<file path="src/rtl/fetch_seq_pkg.sv">
package fetch_seq_pkg;
  typedef enum logic [1:0] {
    ACT_FETCH    = 2'd0,
    ACT_EX_REDIR = 2'd1,
    ACT_DC_REDIR = 2'd2,
    ACT_STALL    = 2'd3
  } fetch_act_e;
endpackage

</file>
<file path="src/rtl/fetch_btb.sv">
module fetch_btb #(
  parameter int unsigned ADDR_W = 32,
  parameter int unsigned ROWS   = 64
) (
  input  logic              clk_i,
  input  logic              rst_ni,
  input  logic [ADDR_W-1:0] lk_pc_i,
  output logic [ADDR_W-1:0] lk_pred_o,
  input  logic              wr_en_i,
  input  logic [ADDR_W-1:0] wr_pc_i,
  input  logic [ADDR_W-1:0] wr_tgt_i
);
  localparam int unsigned IDX_W = (ROWS > 1) ? $clog2(ROWS) : 1;

  logic [ROWS-1:0]   valid_q;
  logic [ADDR_W-1:0] tag_q [ROWS];
  logic [ADDR_W-1:0] tgt_q [ROWS];
  logic [IDX_W-1:0]  lk_idx, wr_idx;
  logic              hit;

  assign lk_idx = lk_pc_i[2 +: IDX_W];
  assign wr_idx = wr_pc_i[2 +: IDX_W];

  always_ff @(posedge clk_i or negedge rst_ni) begin
    if (!rst_ni)      valid_q <= '0;
    else if (wr_en_i) valid_q[wr_idx] <= 1'b1;
  end

  // payload needs no reset: guarded by valid_q
  always_ff @(posedge clk_i) begin
    if (wr_en_i) begin
      tag_q[wr_idx] <= wr_pc_i;
      tgt_q[wr_idx] <= wr_tgt_i;
    end
  end

  // read is from current flops, so a same-cycle write is not seen
  assign hit       = valid_q[lk_idx] && (tag_q[lk_idx] == lk_pc_i);
  assign lk_pred_o = hit ? tgt_q[lk_idx] : lk_pc_i + ADDR_W'(4);


  no_write_stable_chk: assert property (@(posedge clk_i) disable iff (!rst_ni)
    !wr_en_i |=> $stable(valid_q));


  write_sets_valid_chk: assert property (@(posedge clk_i) disable iff (!rst_ni)
    wr_en_i |=> valid_q[$past(wr_idx)]);
endmodule

</file>
<file path="src/rtl/fetch_arb.sv">
module fetch_arb
  import fetch_seq_pkg::*;
#(
  parameter int unsigned EPOCH_W = 2
) (
  input  logic               go_i,
  input  logic               ex_valid_i,
  input  logic               ex_ok_i,
  input  logic               dc_valid_i,
  input  logic               dc_ok_i,
  input  logic [EPOCH_W-1:0] dc_ex_epoch_i,
  input  logic [EPOCH_W-1:0] cur_ex_epoch_i,
  output logic               ex_ready_o,
  output logic               dc_ready_o,
  output logic               train_o,
  output fetch_act_e         act_o
);
  assign ex_ready_o = go_i;
  assign dc_ready_o = go_i && !ex_valid_i;
  assign train_o    = go_i && ex_valid_i && !ex_ok_i;

  always_comb begin
    if (!go_i)                                   act_o = ACT_STALL;
    else if (ex_valid_i && !ex_ok_i)             act_o = ACT_EX_REDIR;
    else if (!ex_valid_i && dc_valid_i && !dc_ok_i &&
             dc_ex_epoch_i == cur_ex_epoch_i)    act_o = ACT_DC_REDIR;
    else                                         act_o = ACT_FETCH;
  end
endmodule

</file>
<file path="src/rtl/fetch_seq.sv">
module fetch_seq
  import fetch_seq_pkg::*;
#(
  parameter int unsigned ADDR_W  = 32,
  parameter int unsigned ROWS    = 64,
  parameter int unsigned EPOCH_W = 2,
  parameter int unsigned SEQ_W   = 16
) (
  input  logic               clk_i,
  input  logic               rst_ni,
  input  logic               ex_fb_valid_i,
  output logic               ex_fb_ready_o,
  input  logic [EPOCH_W-1:0] ex_fb_epoch_i,
  input  logic               ex_fb_ok_i,
  input  logic [ADDR_W-1:0]  ex_fb_info_i,
  input  logic [ADDR_W-1:0]  ex_fb_addr_i,
  input  logic               dc_fb_valid_i,
  output logic               dc_fb_ready_o,
  input  logic [EPOCH_W-1:0] dc_fb_ex_epoch_i,
  input  logic [EPOCH_W-1:0] dc_fb_dc_epoch_i,
  input  logic               dc_fb_ok_i,
  input  logic [ADDR_W-1:0]  dc_fb_addr_i,
  input  logic               fetch_ready_i,
  output logic               fetch_valid_o,
  output logic [ADDR_W-1:0]  fetch_pc_o,
  output logic [ADDR_W-1:0]  fetch_pred_o,
  output logic [ADDR_W-1:0]  fetch_info_o,
  output logic [EPOCH_W-1:0] fetch_ex_epoch_o,
  output logic [EPOCH_W-1:0] fetch_dc_epoch_o,
  output logic [SEQ_W-1:0]   fetch_seq_o
);
  logic [ADDR_W-1:0]  pc_q, pred;
  logic [EPOCH_W-1:0] ex_ep_q, dc_ep_q;
  logic [SEQ_W-1:0]   seq_q;
  logic               train;
  fetch_act_e         act;

  fetch_arb #(.EPOCH_W(EPOCH_W)) u_arb (
    .go_i          (fetch_ready_i),
    .ex_valid_i    (ex_fb_valid_i),
    .ex_ok_i       (ex_fb_ok_i),
    .dc_valid_i    (dc_fb_valid_i),
    .dc_ok_i       (dc_fb_ok_i),
    .dc_ex_epoch_i (dc_fb_ex_epoch_i),
    .cur_ex_epoch_i(ex_ep_q),
    .ex_ready_o    (ex_fb_ready_o),
    .dc_ready_o    (dc_fb_ready_o),
    .train_o       (train),
    .act_o         (act)
  );

  fetch_btb #(.ADDR_W(ADDR_W), .ROWS(ROWS)) u_btb (
    .clk_i    (clk_i),
    .rst_ni   (rst_ni),
    .lk_pc_i  (pc_q),
    .lk_pred_o(pred),
    .wr_en_i  (train),
    .wr_pc_i  (ex_fb_info_i),
    .wr_tgt_i (ex_fb_addr_i)
  );

  always_ff @(posedge clk_i or negedge rst_ni) begin
    if (!rst_ni) begin
      pc_q    <= '0;
      ex_ep_q <= '0;
      dc_ep_q <= '0;
      seq_q   <= '0;
    end else begin
      unique case (act)
        ACT_EX_REDIR: begin
          pc_q    <= ex_fb_addr_i;
          ex_ep_q <= ex_fb_epoch_i;
        end
        ACT_DC_REDIR: begin
          pc_q    <= dc_fb_addr_i;
          dc_ep_q <= dc_fb_dc_epoch_i;
        end
        ACT_FETCH: begin
          pc_q  <= pred;
          seq_q <= seq_q + SEQ_W'(1);
        end
        default: ;
      endcase
    end
  end

  assign fetch_valid_o    = (act == ACT_FETCH);
  assign fetch_pc_o       = pc_q;
  assign fetch_pred_o     = pred;
  assign fetch_info_o     = pc_q;
  assign fetch_ex_epoch_o = ex_ep_q;
  assign fetch_dc_epoch_o = dc_ep_q;
  assign fetch_seq_o      = seq_q;


  ex_redir_chk: assert property (@(posedge clk_i) disable iff (!rst_ni)
    (fetch_ready_i && ex_fb_valid_i && !ex_fb_ok_i) |=>
      (fetch_pc_o == $past(ex_fb_addr_i)) && (fetch_ex_epoch_o == $past(ex_fb_epoch_i))
      && $stable(fetch_seq_o));


  fetch_adv_chk: assert property (@(posedge clk_i) disable iff (!rst_ni)
    fetch_valid_o |=> (fetch_pc_o == $past(fetch_pred_o))
      && (fetch_seq_o == $past(fetch_seq_o) + SEQ_W'(1)));


  stall_hold_chk: assert property (@(posedge clk_i) disable iff (!rst_ni)
    !fetch_ready_i |=> $stable(fetch_pc_o) && $stable(fetch_seq_o)
      && $stable(fetch_ex_epoch_o) && $stable(fetch_dc_epoch_o));


  stale_dc_chk: assert property (@(posedge clk_i) disable iff (!rst_ni)
    (dc_fb_valid_i && dc_fb_ready_o && dc_fb_ex_epoch_i != fetch_ex_epoch_o) |=>
      $stable(fetch_dc_epoch_o) && $stable(fetch_ex_epoch_o));


  ex_first_chk: assert property (@(posedge clk_i) disable iff (!rst_ni)
    ex_fb_valid_i |-> !dc_fb_ready_o);
endmodule

</file>
<file path="config.mk">
export PLATFORM = sky130hd
export DESIGN_NAME = fetch_seq
export DESIGN_NICKNAME = d
export VERILOG_FILES = /design/src/rtl/fetch_seq_pkg.sv /design/src/rtl/fetch_btb.sv /design/src/rtl/fetch_arb.sv /design/src/rtl/fetch_seq.sv
export SDC_FILE = /design/constraint.sdc
export NUM_CORES = 2
export LEC_CHECK = 0
export BUFFER_PORTS_ARGS = -buffer_cell sky130_fd_sc_hd__buf_2
export CAP_MARGIN = 20
export CORE_UTILIZATION = 55
export CTS_CLUSTER_DIAMETER = 150
export DETAILED_ROUTE_END_ITERATION = 12
export PLACE_DENSITY = 0.73
export SLEW_MARGIN = 10
export SYNTH_ARGS = -nofsm -noshare
export SYNTH_HDL_FRONTEND = slang
export SYNTH_SLANG_ARGS = --single-unit
export TNS_END_PERCENT = 50
</file>
<file path="constraint.sdc">
create_clock -name clk_i -period 6.85 [get_ports clk_i]
set_clock_uncertainty 0.1 [all_clocks]
set_input_delay 1.37 -clock clk_i [delete_from_list [all_inputs] [get_ports clk_i]]
set_output_delay 1.37 -clock clk_i [all_outputs]
set_load 0.02 [all_outputs]
</file>
==> key figures <==
GRT
  • First-pass GRT wire length: 711.2 mm
  • Total global routing overflow: 0
  • Largest net degree at the start of global routing: 116
  • Vias in the first global route: 86840
  • Gr usage total: 0.3499
  • Initial antenna violation count: 38

Placed design
  • Placed cell count: 11400
  • DP Wirelength: 275.2 mm
  • Post-placement cell area: 171800 µm²
  • # port buffers: 227
  • Gp weighted congestion: 0.9340

Routing
  • DR pass1 iterations: 9
  • 1st-iter DRT viols: 15560
  • Via density: 7.232
  • Post-route ant nets: 0
  • DRC: 0
  • WL/cell: 42.74 µm
  • Via Count: 88920
  • WL final: 525.5 mm

Outcome
  • Violated checks: negative setup slack
  • Status: finished with violations

Clock network
  • Clk sink count: 4212
  • H-tree Lvls: 5
  • Later-pin clock latency in the skew report: 1.03 ns
  • Number of hold buffers added after CTS: 0
  • Root Buffer: clkbuf_16
  • TritonCTS clock tree: built
  • Clock buffer depth: 4
  • CTS Buf Count: 406
  • Clk slew on worst S/H paths: 0.07 ns

Floorplanning
  • I/O Pins: 228
  • Die H: 547.2 µm
  • Initial Utilization: 0.5545
  • Die area: 299400 µm²
  • Core Region: 294800 µm²
  • # rows: 199
  • Die W: 547.2 µm

Logic synthesis
  • Synth area leader: edfxtp_1
  • Ys flop type: edfxtp_1
  • Top cells by area, synth: edfxtp_1, mux4_2, mux2i_1
  • Distinct cells, synth: 96
  • Share of the synthesized area in the top cell type: 0.7524
  • Post-synthesis sequential area ratio: 0.7702
  • #FFs+latches synth: 4212
  • Cells after Synth: 7279
  • Yosys warns: 0
  • Post-synth EDFFs: 4096
  • Avg Cell Area, Syn: 22.46 µm²
  • Syn nets: 7390
  • Fraction of registers with async set/reset: 0.02754
  • Post-Syn Area: 163500 µm²

Timing
  • Worst-margin pin slew: 1.291 ns
  • Slew Limit Headroom: 0.1370
  • Final setup violation count: 32
  • Max frequency: 0.1417 GHz
  • Hold Fails Final Rpt: 0
  • Unrepaired setup endpoints after global routing: true
  • Fin crit period: 7.058 ns
  • Slew Limit Fails: 0
  • Final worst setup slack: -0.2084 ns
  • Final period utilization: 1.030

Cells and area
  • Area of the multi-input gates: 36170 µm²
  • Final instance area: 187800 µm²
  • Layout cell share with drive strength beyond 1: 0.3237
  • Post-Layout Cell Count: 12300
  • Storage cell area: 125900 µm²
  • Nets: 8101
  • Fin util: 0.6370
  • Area growth from synthesis to layout: 14.88%
  • Commonest non-fill, non-tap cell in the layout: edfxtp_1
  • Fillers: 18810
  • Most frequent cells in the layout: edfxtp_1, mux4_2, clkbuf_16

Run
  • Max-Cap Viols: 0

Worst hold path
  • Hold Path Class: in2async

Pwr
  • Peak VDD IR: 0.2715 mV
  • Power, Total: 59.89 mW
  • Leak: 60.95 nW
  • Cell Pwr Density: 318.9 nW/µm²

Worst setup path
  • Critical Path AT: 5.59 ns
  • Largest stage delay, worst path: 0.58 ns
  • Worst endpoint required time: 5.38 ns
  • CP max stage cell: mux4_2
  • CP Capture Type: primary output
  • CP max FO: 9
  • Crit path top cell by count: buf_12
  • Top Family by Delay on Critical Path: multiplexers
  • Kind of critical path: reg2out
  • Critical Path Source Type: flop
  • Crit-path cells: buf_8 -> buf_12 -> buf_16 -> buf_12 -> buf_12 -> mux4_2 -> mux4_2 -> o22ai_2 -> xnor2_1 -> o32a_4 -> nand4b_1 -> nor4_4 -> buf_6 -> buf_12 -> mux2_4 -> buf_6
  • WP buf/inv: 8
-- sequential cells by signal, summed over array words and instances (netlist names) --
signal            count
fetch_seq_o          16
fetch_info_o         32
u_btb.tgt_q        2048
fetch_ex_epoch_o      2
u_btb.valid_q        64
fetch_dc_epoch_o      2
u_btb.tag_q        2048
-- timing repair --
item                       CTS  global route
buffers inserted            57            11
cloned                      19             1
resized for setup          158            40
pin swaps                   26             9
setup endpoints to repair   32            32
-- Yosys cell counts, types with 23 or more instances --
| library cell | number |
|---|---|
| o21a_1 | 24 |
| buf_1 | 50 |
| nand4_1 | 24 |
| nand2_1 | 124 |
| and3_1 | 24 |
| mux2i_1 | 291 |
| nand2b_1 | 23 |
| a21oi_1 | 52 |
| buf_4 | 84 |
| inv_1 | 24 |
| a221o_1 | 26 |
| nor3_1 | 29 |
| dfrtp_1 | 116 |
| a22oi_1 | 108 |
| edfxtp_1 | 4096 |
| nand3_1 | 57 |
| o22ai_1 | 42 |
| buf_2 | 115 |
| a221oi_1 | 36 |
| buf_6 | 34 |
| mux2_2 | 45 |
| xnor2_1 | 60 |
| mux4_2 | 1041 |
| or2_2 | 68 |
| nor2_1 | 143 |
| clkbuf_1 | 137 |
| o21ai_0 | 47 |
| nor2b_1 | 24 |
-- worst register-to-register path, stage by stage, from the launching register on --
cell and delay, ns:
dfrtp_4 0.69, clkinv_1 0.36, buf_4 0.29, nand2_1 0.42
nand3_1 0.24, a221oi_2 0.31, buf_6 0.20, xnor2_2 0.08
or4_4 0.52, nor4_4 0.29, buf_4 0.17, and4_4 0.29
buf_12 0.13, buf_4 0.28, mux2_2 0.38, a32oi_1 0.19
-- cells by family (layout without fill, tap and decap cells) --
group | count (synthesis) | after routing | synth area share
DFF | 4212 | 4212 | 0.7702
muxes | 1400 | 1400 | 0.1667
and+or+nand+nor | 619 | 619 | 0.01984
AOI/OAI and AO/OA | 518 | 518 | 0.02377
buffers and inverters | 457 | 1517 | 0.01561
xor gates and xnor gates | 71 | 71 | 0.003804
adders and majority gates | 2 | 2 | 0.0001531
other | 0 | 38 | 0
-- metal layers --
| metal | routed length (µm) | GRT usage | vias up | part of all wire |
|---|---|---|---|---|
| met5 | 111 | 0 | - | 0.00021 |
| met1 | 172200 | 0.4542 | 46020 | 0.33 |
| met4 | 40180 | 0.2209 | 16 | 0.076 |
| li1 | - | - | 32360 | - |
| met2 | 237700 | 0.5284 | 8726 | 0.45 |
| met3 | 75250 | 0.09662 | 1802 | 0.14 |
-- where the power goes --
| group | leakage, nW | internal (mW) | switching [mW] |
|---|---|---|---|
| Combinational | 16.0 | 3.54 | 4.93 |
| Sequential | 38.3 | 28.4 | 0.206 |
| Clock | 6.60 | 13.0 | 9.83 |
| Total | 61.0 | 44.9 | 15.0 |
-- through the flow --
stage	TNS [ns]	hold WS, ns	worst slack [ns]
detailed placement	0	0.3483	0.2157
global route	-5.686	0.2410	-0.2074
finish	-3.894	0.2219	-0.2084
global placement	0	0.3455	0.1857
floorplan	0	0.3334	1.156
CTS	-0.3524	0.1959	-0.04001
-- cell type report --
type	count	area share
flip-flops and latches	4212	0.6705
multi-input cells	2610	0.1926
clock buffers	495	0.05710
repair buffers	732	0.03787
well taps	3919	0.02611
clock inverters	262	0.01464
inverters	28	0.0006529
diodes	38	0.0005063
-- final timing paths --
check	to	slack, ns	start	cells after the start
worst max register to register	fetch_info_o[14]$_DFFE_PN0P_	1.81	fetch_info_o[7]$_DFFE_PN0P_	15
worst max-delay path	fetch_pred_o[3]	-0.21	fetch_info_o[2]$_DFFE_PN0P_	16
min in group clk_i	u_btb.valid_q[57]$_DFFE_PN0P_	0.36	u_btb.valid_q[57]$_DFFE_PN0P_	1
worst min-delay path	u_btb.valid_q[53]$_DFFE_PN0P_	0.22	rst_ni	1
max in group asynchronous	fetch_info_o[6]$_DFFE_PN0P_	4.86	rst_ni	2
worst min register to register	u_btb.valid_q[57]$_DFFE_PN0P_	0.36	u_btb.valid_q[57]$_DFFE_PN0P_	1
Note: power is estimated with default switching activity, not from simulation.
